[config.mk]
export PLATFORM = sky130hd
export DESIGN_NAME = wide_unpacker
export DESIGN_NICKNAME = d
export VERILOG_FILES = /design/src/rtl/unpk_pkg.sv /design/src/rtl/unpk_mode_latch.sv /design/src/rtl/unpk_ctrl.sv /design/src/rtl/unpk_slicer.sv /design/src/rtl/unpk_idle.sv /design/src/rtl/wide_unpacker.sv
export SDC_FILE = /design/constraint.sdc
export NUM_CORES = 1
export LEC_CHECK = 0
export ABC_AREA = 1
export CAP_MARGIN = 5
export CORE_UTILIZATION = 52
export DETAILED_ROUTE_END_ITERATION = 16
export PLACE_DENSITY = 0.83
export SYNTH_ARGS = -nofsm -noshare
export SYNTH_HDL_FRONTEND = slang
export SYNTH_SLANG_ARGS = --single-unit
[constraint.sdc]
create_clock -name clk -period 2.27 [get_ports clk]
set_clock_uncertainty 0.1 [all_clocks]
set_input_delay 0.227 -clock clk [delete_from_list [all_inputs] [get_ports clk]]
set_output_delay 0.227 -clock clk [all_outputs]
set_load 0.05 [all_outputs]
[src/rtl/unpk_pkg.sv]
package unpk_pkg;
  typedef enum logic {
    ORDER_LSB_FIRST = 1'b0,
    ORDER_MSB_FIRST = 1'b1
  } order_e;
endpackage

[src/rtl/unpk_mode_latch.sv]
module unpk_mode_latch
  import unpk_pkg::*;
(
  input  logic   clk,
  input  logic   mrst_n,
  input  logic   endian_sel,
  output order_e order
);
  always_ff @(posedge clk) begin
    if (!mrst_n) order <= order_e'(endian_sel);
  end


  mode_frozen_chk: assert property (@(posedge clk) disable iff (!mrst_n)
    $past(mrst_n) |-> $stable(order));
endmodule

[src/rtl/unpk_ctrl.sv]
module unpk_ctrl #(
  parameter int WIDE_W = 36,
  parameter int RATIO  = 2,
  localparam int IDX_W = (RATIO > 1) ? $clog2(RATIO) : 1
) (
  input  logic              clk,
  input  logic              mrst_n,
  input  logic              in_valid,
  output logic              in_ready,
  input  logic [WIDE_W-1:0] in_data,
  output logic              out_valid,
  input  logic              out_ready,
  output logic [WIDE_W-1:0] held_word,
  output logic [IDX_W-1:0]  piece_idx
);
  localparam logic [IDX_W-1:0] LAST_IDX = IDX_W'(RATIO - 1);

  logic full_q;
  logic last_take;
  logic in_fire;

  assign last_take = full_q && out_ready && (piece_idx == LAST_IDX);
  assign in_ready  = !full_q || last_take;
  assign in_fire   = in_valid && in_ready;
  assign out_valid = full_q;

  always_ff @(posedge clk) begin
    if (!mrst_n) begin
      full_q    <= 1'b0;
      piece_idx <= '0;
      held_word <= '0;
    end else if (in_fire) begin
      full_q    <= 1'b1;
      piece_idx <= '0;
      held_word <= in_data;
    end else if (full_q && out_ready) begin
      if (piece_idx == LAST_IDX) begin
        full_q    <= 1'b0;
        piece_idx <= '0;
      end else begin
        piece_idx <= piece_idx + 1'b1;
      end
    end
  end


  reset_clears_chk: assert property (@(posedge clk) disable iff (!mrst_n)
    $rose(mrst_n) |-> !out_valid && in_ready);


  no_overflow_chk: assert property (@(posedge clk) disable iff (!mrst_n)
    out_valid && !(out_ready && piece_idx == LAST_IDX) |=> out_valid && $stable(held_word));


  word_starts_first_chk: assert property (@(posedge clk) disable iff (!mrst_n)
    in_valid && in_ready |=> out_valid && piece_idx == '0);
endmodule

[src/rtl/unpk_slicer.sv]
module unpk_slicer
  import unpk_pkg::*;
#(
  parameter int WIDE_W = 36,
  parameter int RATIO  = 2,
  localparam int NARROW_W = WIDE_W / RATIO,
  localparam int IDX_W    = (RATIO > 1) ? $clog2(RATIO) : 1
) (
  input  logic [WIDE_W-1:0]   word,
  input  logic [IDX_W-1:0]    idx,
  input  order_e              order,
  output logic [NARROW_W-1:0] piece
);
  logic [NARROW_W-1:0] slices [RATIO];
  logic [IDX_W-1:0]    sel;

  for (genvar k = 0; k < RATIO; k++) begin : g_slice
    assign slices[k] = word[k*NARROW_W +: NARROW_W];
  end

  always_comb begin
    if (order == ORDER_MSB_FIRST) sel = IDX_W'(RATIO - 1) - idx;
    else                          sel = idx;
  end

  assign piece = slices[sel];
endmodule

[src/rtl/unpk_idle.sv]
module unpk_idle #(
  parameter int IDLE_CYCLES = 8,
  localparam int CNT_W = $clog2(IDLE_CYCLES + 1)
) (
  input  logic clk,
  input  logic mrst_n,
  input  logic in_valid,
  input  logic busy,
  output logic low_power
);
  logic [CNT_W-1:0] cnt_q;
  logic             asleep_q;

  always_ff @(posedge clk) begin
    if (!mrst_n) begin
      cnt_q    <= '0;
      asleep_q <= 1'b0;
    end else if (in_valid || busy) begin
      cnt_q    <= '0;
      asleep_q <= 1'b0;
    end else if (cnt_q == CNT_W'(IDLE_CYCLES - 1)) begin
      asleep_q <= 1'b1;
    end else begin
      cnt_q <= cnt_q + 1'b1;
    end
  end

  assign low_power = asleep_q && !in_valid;


  sleep_only_idle_chk: assert property (@(posedge clk) disable iff (!mrst_n)
    low_power |-> !in_valid && !busy);
endmodule

[src/rtl/wide_unpacker.sv]
module wide_unpacker
  import unpk_pkg::*;
#(
  parameter int WIDE_W      = 36,
  parameter int RATIO       = 2,
  parameter int IDLE_CYCLES = 8
) (
  input  logic                      clk,
  input  logic                      mrst_n,
  input  logic                      endian_sel,
  input  logic                      in_valid,
  output logic                      in_ready,
  input  logic [WIDE_W-1:0]         in_data,
  output logic                      out_valid,
  input  logic                      out_ready,
  output logic [WIDE_W/RATIO-1:0]   out_data,
  output logic                      low_power
);
  localparam int IDX_W = (RATIO > 1) ? $clog2(RATIO) : 1;

  order_e            order;
  logic [WIDE_W-1:0] held_word;
  logic [IDX_W-1:0]  piece_idx;

  unpk_mode_latch u_mode (
    .clk(clk), .mrst_n(mrst_n), .endian_sel(endian_sel), .order(order)
  );

  unpk_ctrl #(.WIDE_W(WIDE_W), .RATIO(RATIO)) u_ctrl (
    .clk(clk), .mrst_n(mrst_n),
    .in_valid(in_valid), .in_ready(in_ready), .in_data(in_data),
    .out_valid(out_valid), .out_ready(out_ready),
    .held_word(held_word), .piece_idx(piece_idx)
  );

  unpk_slicer #(.WIDE_W(WIDE_W), .RATIO(RATIO)) u_slice (
    .word(held_word), .idx(piece_idx), .order(order), .piece(out_data)
  );

  unpk_idle #(.IDLE_CYCLES(IDLE_CYCLES)) u_idle (
    .clk(clk), .mrst_n(mrst_n), .in_valid(in_valid), .busy(out_valid),
    .low_power(low_power)
  );


  hold_stable_chk: assert property (@(posedge clk) disable iff (!mrst_n)
    out_valid && !out_ready |=> out_valid && $stable(out_data));
endmodule

==> reports/metrics.csv, run 1 <==
metric,value,unit
grt_use_total,0.231,
area_growth,38.8,%
critPathMaxFanout,18,
drt_iter0_drc,138,
grt_pass1_vias,2051,
synth-edff-count,1,
dp_hpwl,3630,µm
yosysWarnings,0,
cp_slowest_cell,edfxtp_1,
path_class,register to primary output,
worstHoldStart,in_valid,
synth_seq_cells,44,
cts_buffers,5,
dieArea,4820,µm²
io_pins,62,
rsz0062_at_grt,no,
viasPerCell,4.86,
worstPathRequired,1940,ps
gp_congestion,0.757,
syn_area,2360,µm²
overflow,0,
drt-pass1-iter-count,6,
ys_top_cells_by_area,"dfxtp_1 (36%), nor2_1 (12%), inv_1 (9.7%)",
max_cap_violations,0,
cts_tree,built,
cts-root-buf,clkbuf_8,
nets,430,
synth_common_cells,"nor2_1 (75), inv_1 (61), nand2_1 (56)",
yosysUniqueCellTypes,20,
clk_pin_slew,80,ps
r2r_start,u_ctrl.piece_idx,
vias,2137,
route.detailed.drc,0,
worst-r2r-setup-slack,780,ps
status,"finished, final reports clean",
postCtsHoldBufs,0,
worst_path_most_repeated_cell,buf_12,
drive_above_1_share,0.206,
critPathLaunchType,register,
endpoint_kind,primary output,
antenna_found_initial,0,
fmax,0.529,GHz
worstSetupStartpoint,u_mode.order,
crit_arrival,1560,ps
post_cts_buffers,0,
setup-tns-final,0,ps
finalHoldViolations,0,
routed_wl,5160,µm
cts_buffer_depth,2,
yosysTopAreaCell,dfxtp_1,
async_reset_ff_frac,0,
cp-endpoint,out_data[17],
syn-mean-instance-area,7.18,µm²
dieHeight,69.4,µm
fin_crit,1890,ps
synthCells,329,
irDropWorstVdd,0.397,mV
start_util,0.543,
power_density,650,nW/µm²
synthesis.nets,371,
worstSkewPairLatency,290,ps
avgRoutedWirePerCell,11.7,µm
dieWidth,69.4,µm
clkSinkCount,44,
slew_violations,0,
core.rowCount,24,
reg2reg_depth,5,
io_buffer_count,61,
finalCritPeriodShare,0.833,
cts_htree_levels,2,
seq_area_frac_synth,0.377,
r2r-end,u_ctrl.held_word[14],
slew_headroom,0.668,
synth_most_common_cell,nor2_1,
core,4350,µm²
min_path_type,input pin to register,
setup_viol,0,
finalPower,0.00213,W
grt_max_degree,39,
ant_nets,0,
max_stage_delay,460,ps
path_cells,xnor2_4 -> buf_12 -> buf_4 -> o21ai_2 -> buf_12,
p_leak,1.54,nW
tightest_slew,496,ps
grt_pass1_wl,8890,µm
synth_ff_type,dfxtp_1,
ctsResizeCount,0,
antenna_cells,0,
synth_top_area_frac,0.364,
-- stage by stage --
stage	hold slack, ps	util	instances	setup slack [ps]	cell area, µm²
after floorplan	226	-	329	574	2360
after global placement	347	0.720	429	384	3130
after detailed placement	365	0.720	429	351	3130
after CTS	322	0.743	436	32.0	3240
after global routing	352	0.753	440	312	3280
final	328	0.753	440	378	3280
-- state kept, by name, indices dropped and copies added (netlist names) --
signal / flops
u_ctrl.out_valid: 1
u_idle.cnt_q: 4
u_ctrl.piece_idx: 1
u_idle.asleep_q: 1
u_ctrl.held_word: 36
u_mode.order: 1
-- power by group --
group          total (W)  internal, W  switching [W]
Combinational   0.000697     0.000323       0.000374
Sequential      0.000866     0.000831      0.0000350
Clock           0.000569     0.000322       0.000246
-- placed cells by master, fill, tap and decap left out, drive strengths merged, types with 2 or more instances in the layout --
cell type / Yosys / routed
dfxtp: 43 / 43
nand3: 40 / 40
nand2: 58 / 58
o21ai: 22 / 22
clkbuf: 2 / 6
buf: 16 / 30
nor2: 76 / 76
a21oi: 6 / 6
inv: 61 / 61
nor3: 2 / 2
clkdlybuf4s50: 0 / 40
-- area by class of cell --
type | instances | area, µm²
tap | 52 | 65.1
timing repair buffer | 70 | 898
fill | 324 | 1080
multi-input combinational | 206 | 1090
clock inverter | 1 | 30.0
sequential | 44 | 891
clock buffer | 6 | 72.6
inverter | 61 | 229
-- metal layers --
| metal | wire [µm] | share of wire | vias to the layer above | GRT usage |
|---|---|---|---|---|
| li1 | - | - | 1102 | - |
| met1 | 2140 | 0.41 | 973 | 0.265 |
| met2 | 2680 | 0.52 | 54 | 0.417 |
| met3 | 268 | 0.052 | 8 | 0.0596 |
| met4 | 73 | 0.014 | 0 | 0.0680 |
| met5 | 0 | 0 | - | 0 |
-- worst min-delay path by stage --
stage                                end  cells past startpoint
floorplan                   u_mode.order                      0
global placement         u_idle.asleep_q                      2
detailed placement       u_idle.asleep_q                      2
CTS                     u_ctrl.out_valid                      3
global route        u_ctrl.held_word[15]                      4
finish                  u_ctrl.out_valid                      3
-- critical path: cells and delay by family, from the launching register on --
family                    cells  cell delay, ps
AOI/OAI and AO/OA             1             150
DFF                           1             460
buffers and inverters         3             460
xor gates and xnor gates      1             200
-- cell families (layout without fill, tap and decap cells) --
kind of cell,after synthesis,after routing,synth area share
xor+xnor,1,1,0.00689
simple gates,176,176,0.356
fa+ha+maj,1,1,0.00530
buf+inv,79,138,0.165
compound gates,28,28,0.0895
flops,44,44,0.377
(Power assumes the default switching activity.)
==> run 2, diff against run 1 <==
- CORE_UTILIZATION: 52 -> 49
- PLACE_DENSITY: 0.83 -> 0.78
- clock period: 2.27 -> 1.8 ns (I/O delays scaled with it)
==> reports/metrics.csv, run 2 (synthesized netlist as in run 1, its figures left out) <==
metric,value,unit,change
routed_wl,5500,µm,+6.6%
critPathLaunchType,register,,
largest_reg_flops,36,,unchanged
worstSkewPairLatency,300,ps,about the same
antenna_found_initial,0,,unchanged
fmax,0.531,GHz,
power_density,814,nW/µm²,+25%
mostFrequentLayoutCells,"nor2_1 (75), inv_1 (61), nand2_1 (48), dfxtp_1 (42), clkdlybuf4s50_1 (39)",,
gp_congestion,0.750,,-0.82%
irDropWorstVdd,0.459,mV,+15%
worstHoldStart,in_valid,,
min_path_type,input pin to register,,
core.rowCount,24,,unchanged
dieArea,5100,µm²,+6.0%
core,4500,µm²,+3.4%
setup_slack,-83.3,ps,-462 ps
final_common_cell,nor2_1,,
place_area,3170,µm²,+1.3%
start_util,0.524,,-0.0181
path_class,register to primary output,,
cts_htree_levels,2,,unchanged
worstPathRequired,1520,ps,-420 ps
avgRoutedWirePerCell,12.4,µm,+5.6%
grt_pass1_vias,1969,,-4.0%
dieWidth,71.4,µm,+2.9%
timing.hold.ws,262,ps,-65.5 ps
stdcell_area,3470,µm²,+5.8%
worstSetupStartpoint,u_mode.order,,
io_pins,62,,unchanged
viasPerCell,4.83,,-0.62%
antenna_cells,0,,unchanged
rsz0062_at_grt,yes,,
max_cap_violations,0,,unchanged
area_growth,46.8,%,
drt_iter0_drc,112,,-19%
clkSinkCount,44,,unchanged
dp_hpwl,3460,µm,-4.6%
endpoint_kind,primary output,,
slew_headroom,0.706,,+0.0376
max_flop_register,u_ctrl.held_word,,
slew_violations,0,,unchanged
grt_pass1_wl,8360,µm,-6.0%
cts_buffer_depth,2,,unchanged
top_layer_used,met4,,
met2_wirelength,2860,µm,+6.6%
dieHeight,71.4,µm,+2.9%
fin_crit,1880,ps,
cts-root-buf,clkbuf_8,,
route.detailed.drc,0,,unchanged
postCtsHoldBufs,0,,unchanged
wl_met3,253,µm,-5.6%
cts_tree,built,,
r2r_start,u_ctrl.out_valid,,
finalCritPeriodShare,1.05,,
fillerInstances,320,,-1.2%
grt_use_total,0.212,,-0.0187
violations,setup timing,,
top_regs,"u_ctrl.held_word x36, u_idle.cnt_q x4",,
vias,2143,,+0.28%
met1_length,2300,µm,+7.6%
critPathMaxFanout,8,,-10
overflow,0,,unchanged
grt_max_degree,38,,-2.6%
fin_util,0.770,,+0.0168
finalHoldViolations,0,,unchanged
ant_nets,0,,unchanged
crit_arrival,1600,ps,+40 ps
setup-tns-final,-796,ps,-796 ps
cts_buffers,5,,unchanged
drt-pass1-iter-count,4,,-2
drive_above_1_share,0.240,,+0.0336
io_buffer_count,61,,unchanged
p_leak,1.60,nW,+3.9%
clk_pin_slew,80,ps,about the same
nets,433,,+0.70%
tightest_slew,438,ps,-58.3 ps
status,"finished, violations left",,
setup_viol,18,,+18
-- run 2: changes by cell type in the layout (fill, tap and decap cells not counted), sizes merged --
cell / change
clkdlybuf4s50: -1
clkinv: +1
clkbuf: +2
buf: +2
-- run 2: final cells by class --
type                       count  area [µm²]  area share
inverter                      61         229      0.0660
timing repair buffer          73         978       0.282
clock inverter                 2        35.0      0.0101
clock buffer                   6        72.6      0.0209
tap                           52        65.1      0.0188
sequential                    44         892       0.257
multi-input combinational    206        1190       0.345
-- run 2: power by group --
group,leakage [nW],internal [W],switching (W)
sequential,0.366,0.00105,0.0000462
clock,0.0552,0.000412,0.000343
combinational,1.18,0.000461,0.000513
total,1.60,0.00192,0.000902
-- run 2: path summary, 6_finish.rpt --
path	end	slack [ps]	depth (start not counted)
setup reg to reg	u_ctrl.held_word[9]	410	6
hold / removal	u_ctrl.held_word[14]	260	4
hold reg to reg	u_idle.asleep_q	360	2
setup / recovery	out_data[2]	-80	5
-- run 2: worst max-delay path, stage by stage, from the launching register on --
cell and delay, ps:
edfxtp_1 460, xnor2_4 170, buf_12 150, clkbuf_16 170
o21ai_2 190, buf_12 160
-- run 2: per-layer routing --
layer | vias up | GRT usage
li1 | 1107 | -
met1 | 978 | 0.231
met2 | 48 | 0.394
met3 | 10 | 0.0605
met4 | 0 | 0.0689
met5 | - | 0
-- run 2: timing repair --
| item | CTS | global route |
|---|---|---|
| setup buffers | 2 | 1 |
| setup endpoints to repair | 16 | 18 |
| gates resized for setup | 2 | 17 |
| pin swaps | 1 | 1 |
| cloned | 0 | 2 |
| hold endpoints to repair | 0 | 0 |
-- run 2: per-stage QoR --
step / instances / worst slack [ps] / power (W)
CTS: 441 / -64.3 / 0.00274
floorplan: 329 / 104 / 0.00162
detailed placement: 431 / 156 / 0.00199
global route: 444 / -146 / 0.00295
finish: 444 / -83.3 / 0.00282
global placement: 431 / 186 / 0.00197
